<file path="config.mk">
export PLATFORM = sky130hd
export DESIGN_NAME = wdog_supervisor
export DESIGN_NICKNAME = d
export VERILOG_FILES = /design/src/rtl/wdog_pkg.sv /design/src/rtl/wdog_timebase.sv /design/src/rtl/wdog_cfg.sv /design/src/rtl/wdog_status.sv /design/src/rtl/wdog_fsm.sv /design/src/rtl/wdog_supervisor.sv
export SDC_FILE = /design/constraint.sdc
export NUM_CORES = 1
export LEC_CHECK = 0
export BUFFER_PORTS_ARGS = -buffer_cell sky130_fd_sc_hd__buf_2
export CORE_MARGIN = 2
export CORE_UTILIZATION = 55
export CTS_CLUSTER_SIZE = 10
export DETAILED_ROUTE_END_ITERATION = 6
export PLACE_DENSITY_LB_ADDON = 0.3
export RECOVER_POWER = 50
export SYNTH_ARGS = -nofsm -noshare
export SYNTH_HDL_FRONTEND = slang
export SYNTH_HIERARCHICAL = 1
export SYNTH_SLANG_ARGS = --single-unit
export TNS_END_PERCENT = 100
</file>
<file path="constraint.sdc">
create_clock -name clk -period 3.4 [get_ports clk]
set_input_delay 0.17 -clock clk [delete_from_list [all_inputs] [get_ports clk]]
set_output_delay 0.17 -clock clk [all_outputs]
set_load 0.05 [all_outputs]
</file>
<file path="src/rtl/wdog_pkg.sv">
package wdog_pkg;

    localparam int PCODE_W = 3;
    localparam int MODE_W  = 2;
    localparam int CNT_W   = 13;
    localparam int NFLAG   = 2;

    localparam logic [PCODE_W-1:0] PCODE_RESET = 3'd4;

    typedef enum logic [MODE_W-1:0] {
        MD_OFF     = 2'b00,
        MD_WINDOW  = 2'b01,
        MD_TIMEOUT = 2'b10,
        MD_SPARE   = 2'b11
    } wd_mode_e;

    localparam wd_mode_e MODE_RESET = MD_WINDOW;

    typedef enum logic [2:0] {
        ST_IDLE,
        ST_CLOSED,
        ST_OPEN,
        ST_TOUT,
        ST_PULSE
    } wd_state_e;

    // period code to tick count
    function automatic logic [CNT_W-1:0] period_ticks(input logic [PCODE_W-1:0] code);
        logic [CNT_W-1:0] r;
        unique case (code)
            3'd6:    r = CNT_W'(1024);
            3'd7:    r = CNT_W'(4096);
            default: r = CNT_W'(8) << code;
        endcase
        return r;
    endfunction

    // first state after a restart in a given mode
    function automatic wd_state_e entry_state(input wd_mode_e m);
        wd_state_e s;
        unique case (m)
            MD_WINDOW:  s = ST_CLOSED;
            MD_TIMEOUT: s = ST_TOUT;
            default:    s = ST_IDLE;
        endcase
        return s;
    endfunction

endpackage

</file>
<file path="src/rtl/wdog_timebase.sv">
module wdog_timebase #(
    parameter int TICK_DIV = 16000
) (
    input  logic clk,
    input  logic rst_n,
    input  logic restart,
    output logic tick
);
    localparam int PRE_W = (TICK_DIV > 2) ? $clog2(TICK_DIV) : 1;
    localparam logic [PRE_W-1:0] PRE_LAST = PRE_W'(TICK_DIV - 1);

    logic [PRE_W-1:0] pre_q;

    always_ff @(posedge clk or negedge rst_n) begin
        if (!rst_n) begin
            pre_q <= '0;
        end else if (restart || pre_q == PRE_LAST) begin
            pre_q <= '0;
        end else begin
            pre_q <= pre_q + 1'b1;
        end
    end

    assign tick = (pre_q == PRE_LAST) && !restart;

endmodule

</file>
<file path="src/rtl/wdog_cfg.sv">
module wdog_cfg
    import wdog_pkg::*;
(
    input  logic                 clk,
    input  logic                 rst_n,
    input  logic                 load,
    input  wd_mode_e             mode_in,
    input  logic [PCODE_W-1:0]   code_in,
    output wd_mode_e             mode,
    output logic [CNT_W-1:0]     period,
    output logic [CNT_W-1:0]     half
);
    logic [PCODE_W-1:0] code_q;

    always_ff @(posedge clk or negedge rst_n) begin
        if (!rst_n) begin
            mode   <= MODE_RESET;
            code_q <= PCODE_RESET;
        end else if (load) begin
            mode   <= mode_in;
            code_q <= code_in;
        end
    end

    assign period = period_ticks(code_q);
    assign half   = period >> 1;

endmodule

</file>
<file path="src/rtl/wdog_status.sv">
module wdog_status #(
    parameter int N = 2
) (
    input  logic         clk,
    input  logic         rst_n,
    input  logic [N-1:0] set,
    input  logic [N-1:0] clr,
    output logic [N-1:0] flags
);
    for (genvar i = 0; i < N; i++) begin : g_flag
        always_ff @(posedge clk or negedge rst_n) begin
            if (!rst_n) begin
                flags[i] <= 1'b0;
            end else if (set[i]) begin
                flags[i] <= 1'b1;
            end else if (clr[i]) begin
                flags[i] <= 1'b0;
            end
        end
    end

endmodule

</file>
<file path="src/rtl/wdog_fsm.sv">
module wdog_fsm
    import wdog_pkg::*;
#(
    parameter int RST_TICKS = 1
) (
    input  logic             clk,
    input  logic             rst_n,
    input  logic             tick,
    input  logic             kick,
    input  wd_mode_e         new_mode,
    input  wd_mode_e         cur_mode,
    input  logic [CNT_W-1:0] period,
    input  logic [CNT_W-1:0] half,
    output logic             in_pulse,
    output logic             rst_req_n,
    output logic             fault_evt,
    output logic             expire_evt,
    output logic             sys_normal
);
    localparam logic [CNT_W-1:0] PULSE_LAST = CNT_W'(RST_TICKS - 1);

    wd_state_e        state_q, state_d;
    logic [CNT_W-1:0] cnt_q;
    logic             cnt_clr;
    logic             good_kick;

    // next-state and event decode
    always_comb begin
        state_d    = state_q;
        cnt_clr    = 1'b0;
        fault_evt  = 1'b0;
        expire_evt = 1'b0;
        good_kick  = 1'b0;
        unique case (state_q)
            ST_IDLE: begin
                if (kick) begin
                    state_d = entry_state(new_mode);
                    cnt_clr = 1'b1;
                end
            end
            ST_CLOSED: begin
                if (kick) begin
                    cnt_clr = 1'b1;
                    if (new_mode == MD_WINDOW) begin
                        state_d   = ST_PULSE;
                        fault_evt = 1'b1;
                    end else begin
                        state_d = entry_state(new_mode);
                    end
                end else if (tick && cnt_q == half - 1'b1) begin
                    state_d = ST_OPEN;
                end
            end
            ST_OPEN: begin
                if (kick) begin
                    state_d   = entry_state(new_mode);
                    cnt_clr   = 1'b1;
                    good_kick = 1'b1;
                end else if (tick && cnt_q == period - 1'b1) begin
                    state_d   = ST_PULSE;
                    cnt_clr   = 1'b1;
                    fault_evt = 1'b1;
                end
            end
            ST_TOUT: begin
                if (kick) begin
                    state_d   = entry_state(new_mode);
                    cnt_clr   = 1'b1;
                    good_kick = 1'b1;
                end else if (tick && cnt_q == period - 1'b1) begin
                    cnt_clr    = 1'b1;
                    expire_evt = 1'b1;
                end
            end
            ST_PULSE: begin
                if (tick && cnt_q == PULSE_LAST) begin
                    state_d = entry_state(cur_mode);
                    cnt_clr = 1'b1;
                end
            end
            default: begin
                state_d = ST_IDLE;
                cnt_clr = 1'b1;
            end
        endcase
    end

    // state register
    always_ff @(posedge clk or negedge rst_n) begin
        if (!rst_n) begin
            state_q <= entry_state(MODE_RESET);
        end else begin
            state_q <= state_d;
        end
    end

    // tick counter, held in Off mode
    always_ff @(posedge clk or negedge rst_n) begin
        if (!rst_n) begin
            cnt_q <= '0;
        end else if (cnt_clr) begin
            cnt_q <= '0;
        end else if (tick && state_q != ST_IDLE) begin
            cnt_q <= cnt_q + 1'b1;
        end
    end

    // service status
    always_ff @(posedge clk or negedge rst_n) begin
        if (!rst_n) begin
            sys_normal <= 1'b0;
        end else if (fault_evt) begin
            sys_normal <= 1'b0;
        end else if (good_kick) begin
            sys_normal <= 1'b1;
        end
    end

    // outputs
    always_comb begin
        in_pulse  = (state_q == ST_PULSE);
        rst_req_n = (state_q != ST_PULSE);
    end

endmodule

</file>
<file path="src/rtl/wdog_supervisor.sv">
module wdog_supervisor
    import wdog_pkg::*;
#(
    parameter int TICK_DIV     = 16000,
    parameter int RST_PULSE_MS = 1
) (
    input  logic       clk,
    input  logic       rst_n,
    input  logic       wr_en,
    input  logic       wr_addr,
    input  logic [4:0] wr_data,
    output logic       rst_req_n,
    output logic       irq,
    output logic       rst_src_flag,
    output logic       sys_normal
);
    logic             tick;
    logic             in_pulse;
    logic             ctrl_wr;
    logic             stat_wr;
    logic             fault_evt;
    logic             expire_evt;
    wd_mode_e         wr_mode;
    wd_mode_e         cfg_mode;
    logic [CNT_W-1:0] period;
    logic [CNT_W-1:0] half;
    logic [NFLAG-1:0] flags;
    logic [NFLAG-1:0] flag_clr;

    assign wr_mode  = wd_mode_e'(wr_data[4:3]);
    assign ctrl_wr  = wr_en && !wr_addr && !in_pulse;
    assign stat_wr  = wr_en && wr_addr;
    assign flag_clr = stat_wr ? wr_data[NFLAG-1:0] : '0;

    wdog_timebase #(.TICK_DIV(TICK_DIV)) u_tb (
        .clk     (clk),
        .rst_n   (rst_n),
        .restart (ctrl_wr),
        .tick    (tick)
    );

    wdog_cfg u_cfg (
        .clk     (clk),
        .rst_n   (rst_n),
        .load    (ctrl_wr),
        .mode_in (wr_mode),
        .code_in (wr_data[2:0]),
        .mode    (cfg_mode),
        .period  (period),
        .half    (half)
    );

    wdog_fsm #(.RST_TICKS(RST_PULSE_MS)) u_fsm (
        .clk        (clk),
        .rst_n      (rst_n),
        .tick       (tick),
        .kick       (ctrl_wr),
        .new_mode   (wr_mode),
        .cur_mode   (cfg_mode),
        .period     (period),
        .half       (half),
        .in_pulse   (in_pulse),
        .rst_req_n  (rst_req_n),
        .fault_evt  (fault_evt),
        .expire_evt (expire_evt),
        .sys_normal (sys_normal)
    );

    wdog_status #(.N(NFLAG)) u_stat (
        .clk   (clk),
        .rst_n (rst_n),
        .set   ({fault_evt, expire_evt}),
        .clr   (flag_clr),
        .flags (flags)
    );

    assign irq          = flags[0];
    assign rst_src_flag = flags[1];

endmodule

</file>
==> impl_metrics.env <==
export IMPL_status="finished, violations left"
export IMPL_failed_checks="capacitance limit, slew limit"
export IMPL_grt_max_degree=39
export IMPL_fin_worst_skew_ns=0.007893
export IMPL_worstSetupPathType="reg -> reg"
export IMPL_fp_dieArea_um2=6680
export IMPL_vdd_drop_max_mv=0.3473
export IMPL_instances_no_fill=461
export IMPL_antenna_found_initial=0
export IMPL_end_kind="flip-flop"
export IMPL_ys_ff_latch=38
export IMPL_critical_path_max_fanout=14
export IMPL_synth_area_leaders="dfrtp_1, xnor2_1, xor2_1"
export IMPL_yosys_area_top_type="dfrtp_1"
export IMPL_grt_use_met3_pct=4.066
export IMPL_drive_gt1_share_pct=17.10
export IMPL_grt_util_met1_pct=29.40
export IMPL_busiest_layer="met2"
export IMPL_dp_cells=453
export IMPL_synth_edff_count=0
export IMPL_p_leak_nw=1.435
export IMPL_yosysTopAreaCellShare_pct=26.36
export IMPL_ys_warn_count=6
export IMPL_relSlewSlack_pct=-33.94
export IMPL_rows=28
export IMPL_drtIter0Drc=123
export IMPL_dp_hpwl_um=5129
export IMPL_worstHoldPathType="in -> reg"
export IMPL_grt_pass1_wl_um=11430
export IMPL_clkSinkCount=38
export IMPL_grt_util_met2_pct=36.67
export IMPL_ctsResizeCount=0
export IMPL_viasPerCell=5.751
export IMPL_synthCells=386
export IMPL_ios=13
export IMPL_tightest_slew_ns=2.009
export IMPL_min_period_ns=3.097
export IMPL_postSynthAreaPerCell_um2=8.609
export IMPL_die_y_um=81.73
export IMPL_clockBufferDepth=2
export IMPL_cts_clk_slew_worst_paths_ns=0.08
export IMPL_whs_ns=0.1297
export IMPL_dr_pass1_iters=4
export IMPL_r2r_setup_slack_ns=0.30
export IMPL_fin_crit_sh_pct=91.09
export IMPL_netlist_cell_type_count=67
export IMPL_area_growth_pct=2.334
export IMPL_synthArstFlopShare_pct=100.0
export IMPL_ys_flop_type="dfrtp_1"
export IMPL_cts_setup_buffers=0
export IMPL_io_buffers=12
export IMPL_ant_nets=0
export IMPL_root_buffer="clkbuf_8"
export IMPL_drc=0
export IMPL_finalSetupViolations=0
export IMPL_grt_overflow=0
export IMPL_detail_route_wl_per_cell_um=14.82
export IMPL_coreArea_um2=5886
export IMPL_final_setup_tns_ns=0
export IMPL_slew_violations=39
export IMPL_nNetsFinal=402
export IMPL_vias=2651
export IMPL_synth_area_um2=3323
export IMPL_layout_commonest_cell="nor2_1"
export IMPL_grt_setup_unrepaired="no"
export IMPL_hold_viol_final=0
export IMPL_p_per_area_nw_per_um2=394.3
export IMPL_start_util_pct=56.46
export IMPL_required_ns=3.58
export IMPL_antenna_cells=0
export IMPL_fmax_mhz=322.9
export IMPL_max_cap_violations=1
export IMPL_place_gp_congestion=0.8974
export IMPL_ctsHoldBuffers=0
export IMPL_grt_pass1_vias=2471
export IMPL_track_usage_pct=22.06
export IMPL_htree_levels=2
export IMPL_worstPathArrival_ns=3.28
export IMPL_ys_seq_area_share_pct=28.73
export IMPL_cts_tree="built"
export IMPL_worstSetupStartpointType="flip-flop"
export IMPL_cts_made_buffers=5
export IMPL_wl_um=6832
export IMPL_clock_latency_ns=0.28
export IMPL_fp_dieW_um=81.73
export IMPL_final_cell_mix="nor2_1, dfrtp_1, xnor2_1, xor2_1, nand2_1"
==> logic make-up (layout without fill, tap and decap cells) <==
kind of cell,count (synthesis),in the layout,synth area share (%)
AND/OR/NAND/NOR,172,172,30.16
adder cells (fa/ha/maj),8,8,3.012
buffers and inverters,59,50,10.69
AO/OA/AOI/OAI,49,49,10.77
multiplexers,10,10,3.200
other,1,10,0.1128
XOR/XNOR,49,49,13.33
flip-flops,38,38,28.73
==> sequential cells by signal (all words and copies together), names as in the netlist <==
register,flops
u_stat/flags,2
u_cfg/code_q,3
u_fsm/cnt_q,13
u_fsm/sys_normal,1
u_tb/pre_q,14
u_fsm/state_q,3
u_cfg/mode,2
==> power breakdown <==
group,switching [mW],internal [mW]
Sequential,0.0637,0.509
Combinational,0.273,0.172
Clock,0.160,0.163
Total,0.497,0.844
==> critical path: stages (launching register included) <==
cell and delay (ns):
dfstp_2 0.61, and3b_1 0.32, or4_1 0.60, nor3_1 0.22
a2111oi_0 0.15, nor3_1 0.63, nor3_1 0.13, nand3_1 0.13
nor2_1 0.06, a21o_1 0.14
==> path summary, 6_finish.rpt <==
kind,cells after the start,endpoint,startpoint
max,9,u_stat/flags[0],u_cfg/code_q[2]
min,2,u_cfg/code_q[1],wr_data[1]
max reg2reg,9,u_stat/flags[0],u_cfg/code_q[2]
min reg2reg,1,u_stat/flags[0],u_stat/flags[0]
max in group asynchronous,1,u_tb/pre_q[2],rst_n
min in group asynchronous,1,u_fsm/state_q[1],rst_n
==> metrics by stage <==
| stage | power [mW] | setup slack (ns) | area (um^2) | utilization, % |
|---|---|---|---|---|
| floorplan | 0.9517 | 0.1095 | 3357 | - |
| global placement | 1.010 | 0.2990 | 3309 | 56.23 |
| detailed placement | 1.018 | 0.3209 | 3309 | 56.23 |
| CTS | 1.345 | 0.3051 | 3405 | 57.84 |
| global route | 1.443 | 0.05009 | 3401 | 57.78 |
| finish | 1.341 | 0.3029 | 3401 | 57.78 |
==> cell usage after synthesis (3+ instances only) <==
cell type and count:
nor2_2 10, clkbuf_1 15, o21a_1 3, a21oi_1 10, inv_1 19, o21ai_0 9
nand4_1 10, ha_1 8, xor2_1 24, nor2_1 39, dfrtp_1 35, nand3_1 15
buf_4 18, nor3b_1 3, or4_1 5, mux2_2 5, xnor2_1 24, and3b_1 3
mux2i_1 5, a21o_1 3, and3_1 6, nor4_2 4, nor3_1 16, nand2_1 20
nor4_1 7, nor4b_1 4, a31oi_1 5, nand3b_1 7, dfstp_2 3
==> area by class of cell <==
cell class,count,area (um^2)
Clock buffer,6,82.58
Clock inverter,2,12.51
Fill cell,535,2485
Inverter,19,71.32
Multi-Input combinational cell,298,2047
Sequential cell,38,954.7
Tap cell,75,93.84
Timing Repair Buffer,23,138.9
==> routing by layer <==
| layer | share of wire, % | routed length, um |
|---|---|---|
| met1 | 46 | 3147 |
| met2 | 49 | 3380 |
| met3 | 3.5 | 242 |
| met4 | 0.89 | 61 |
| met5 | 0 | 0 |
Power figures use the tool's default switching activity.
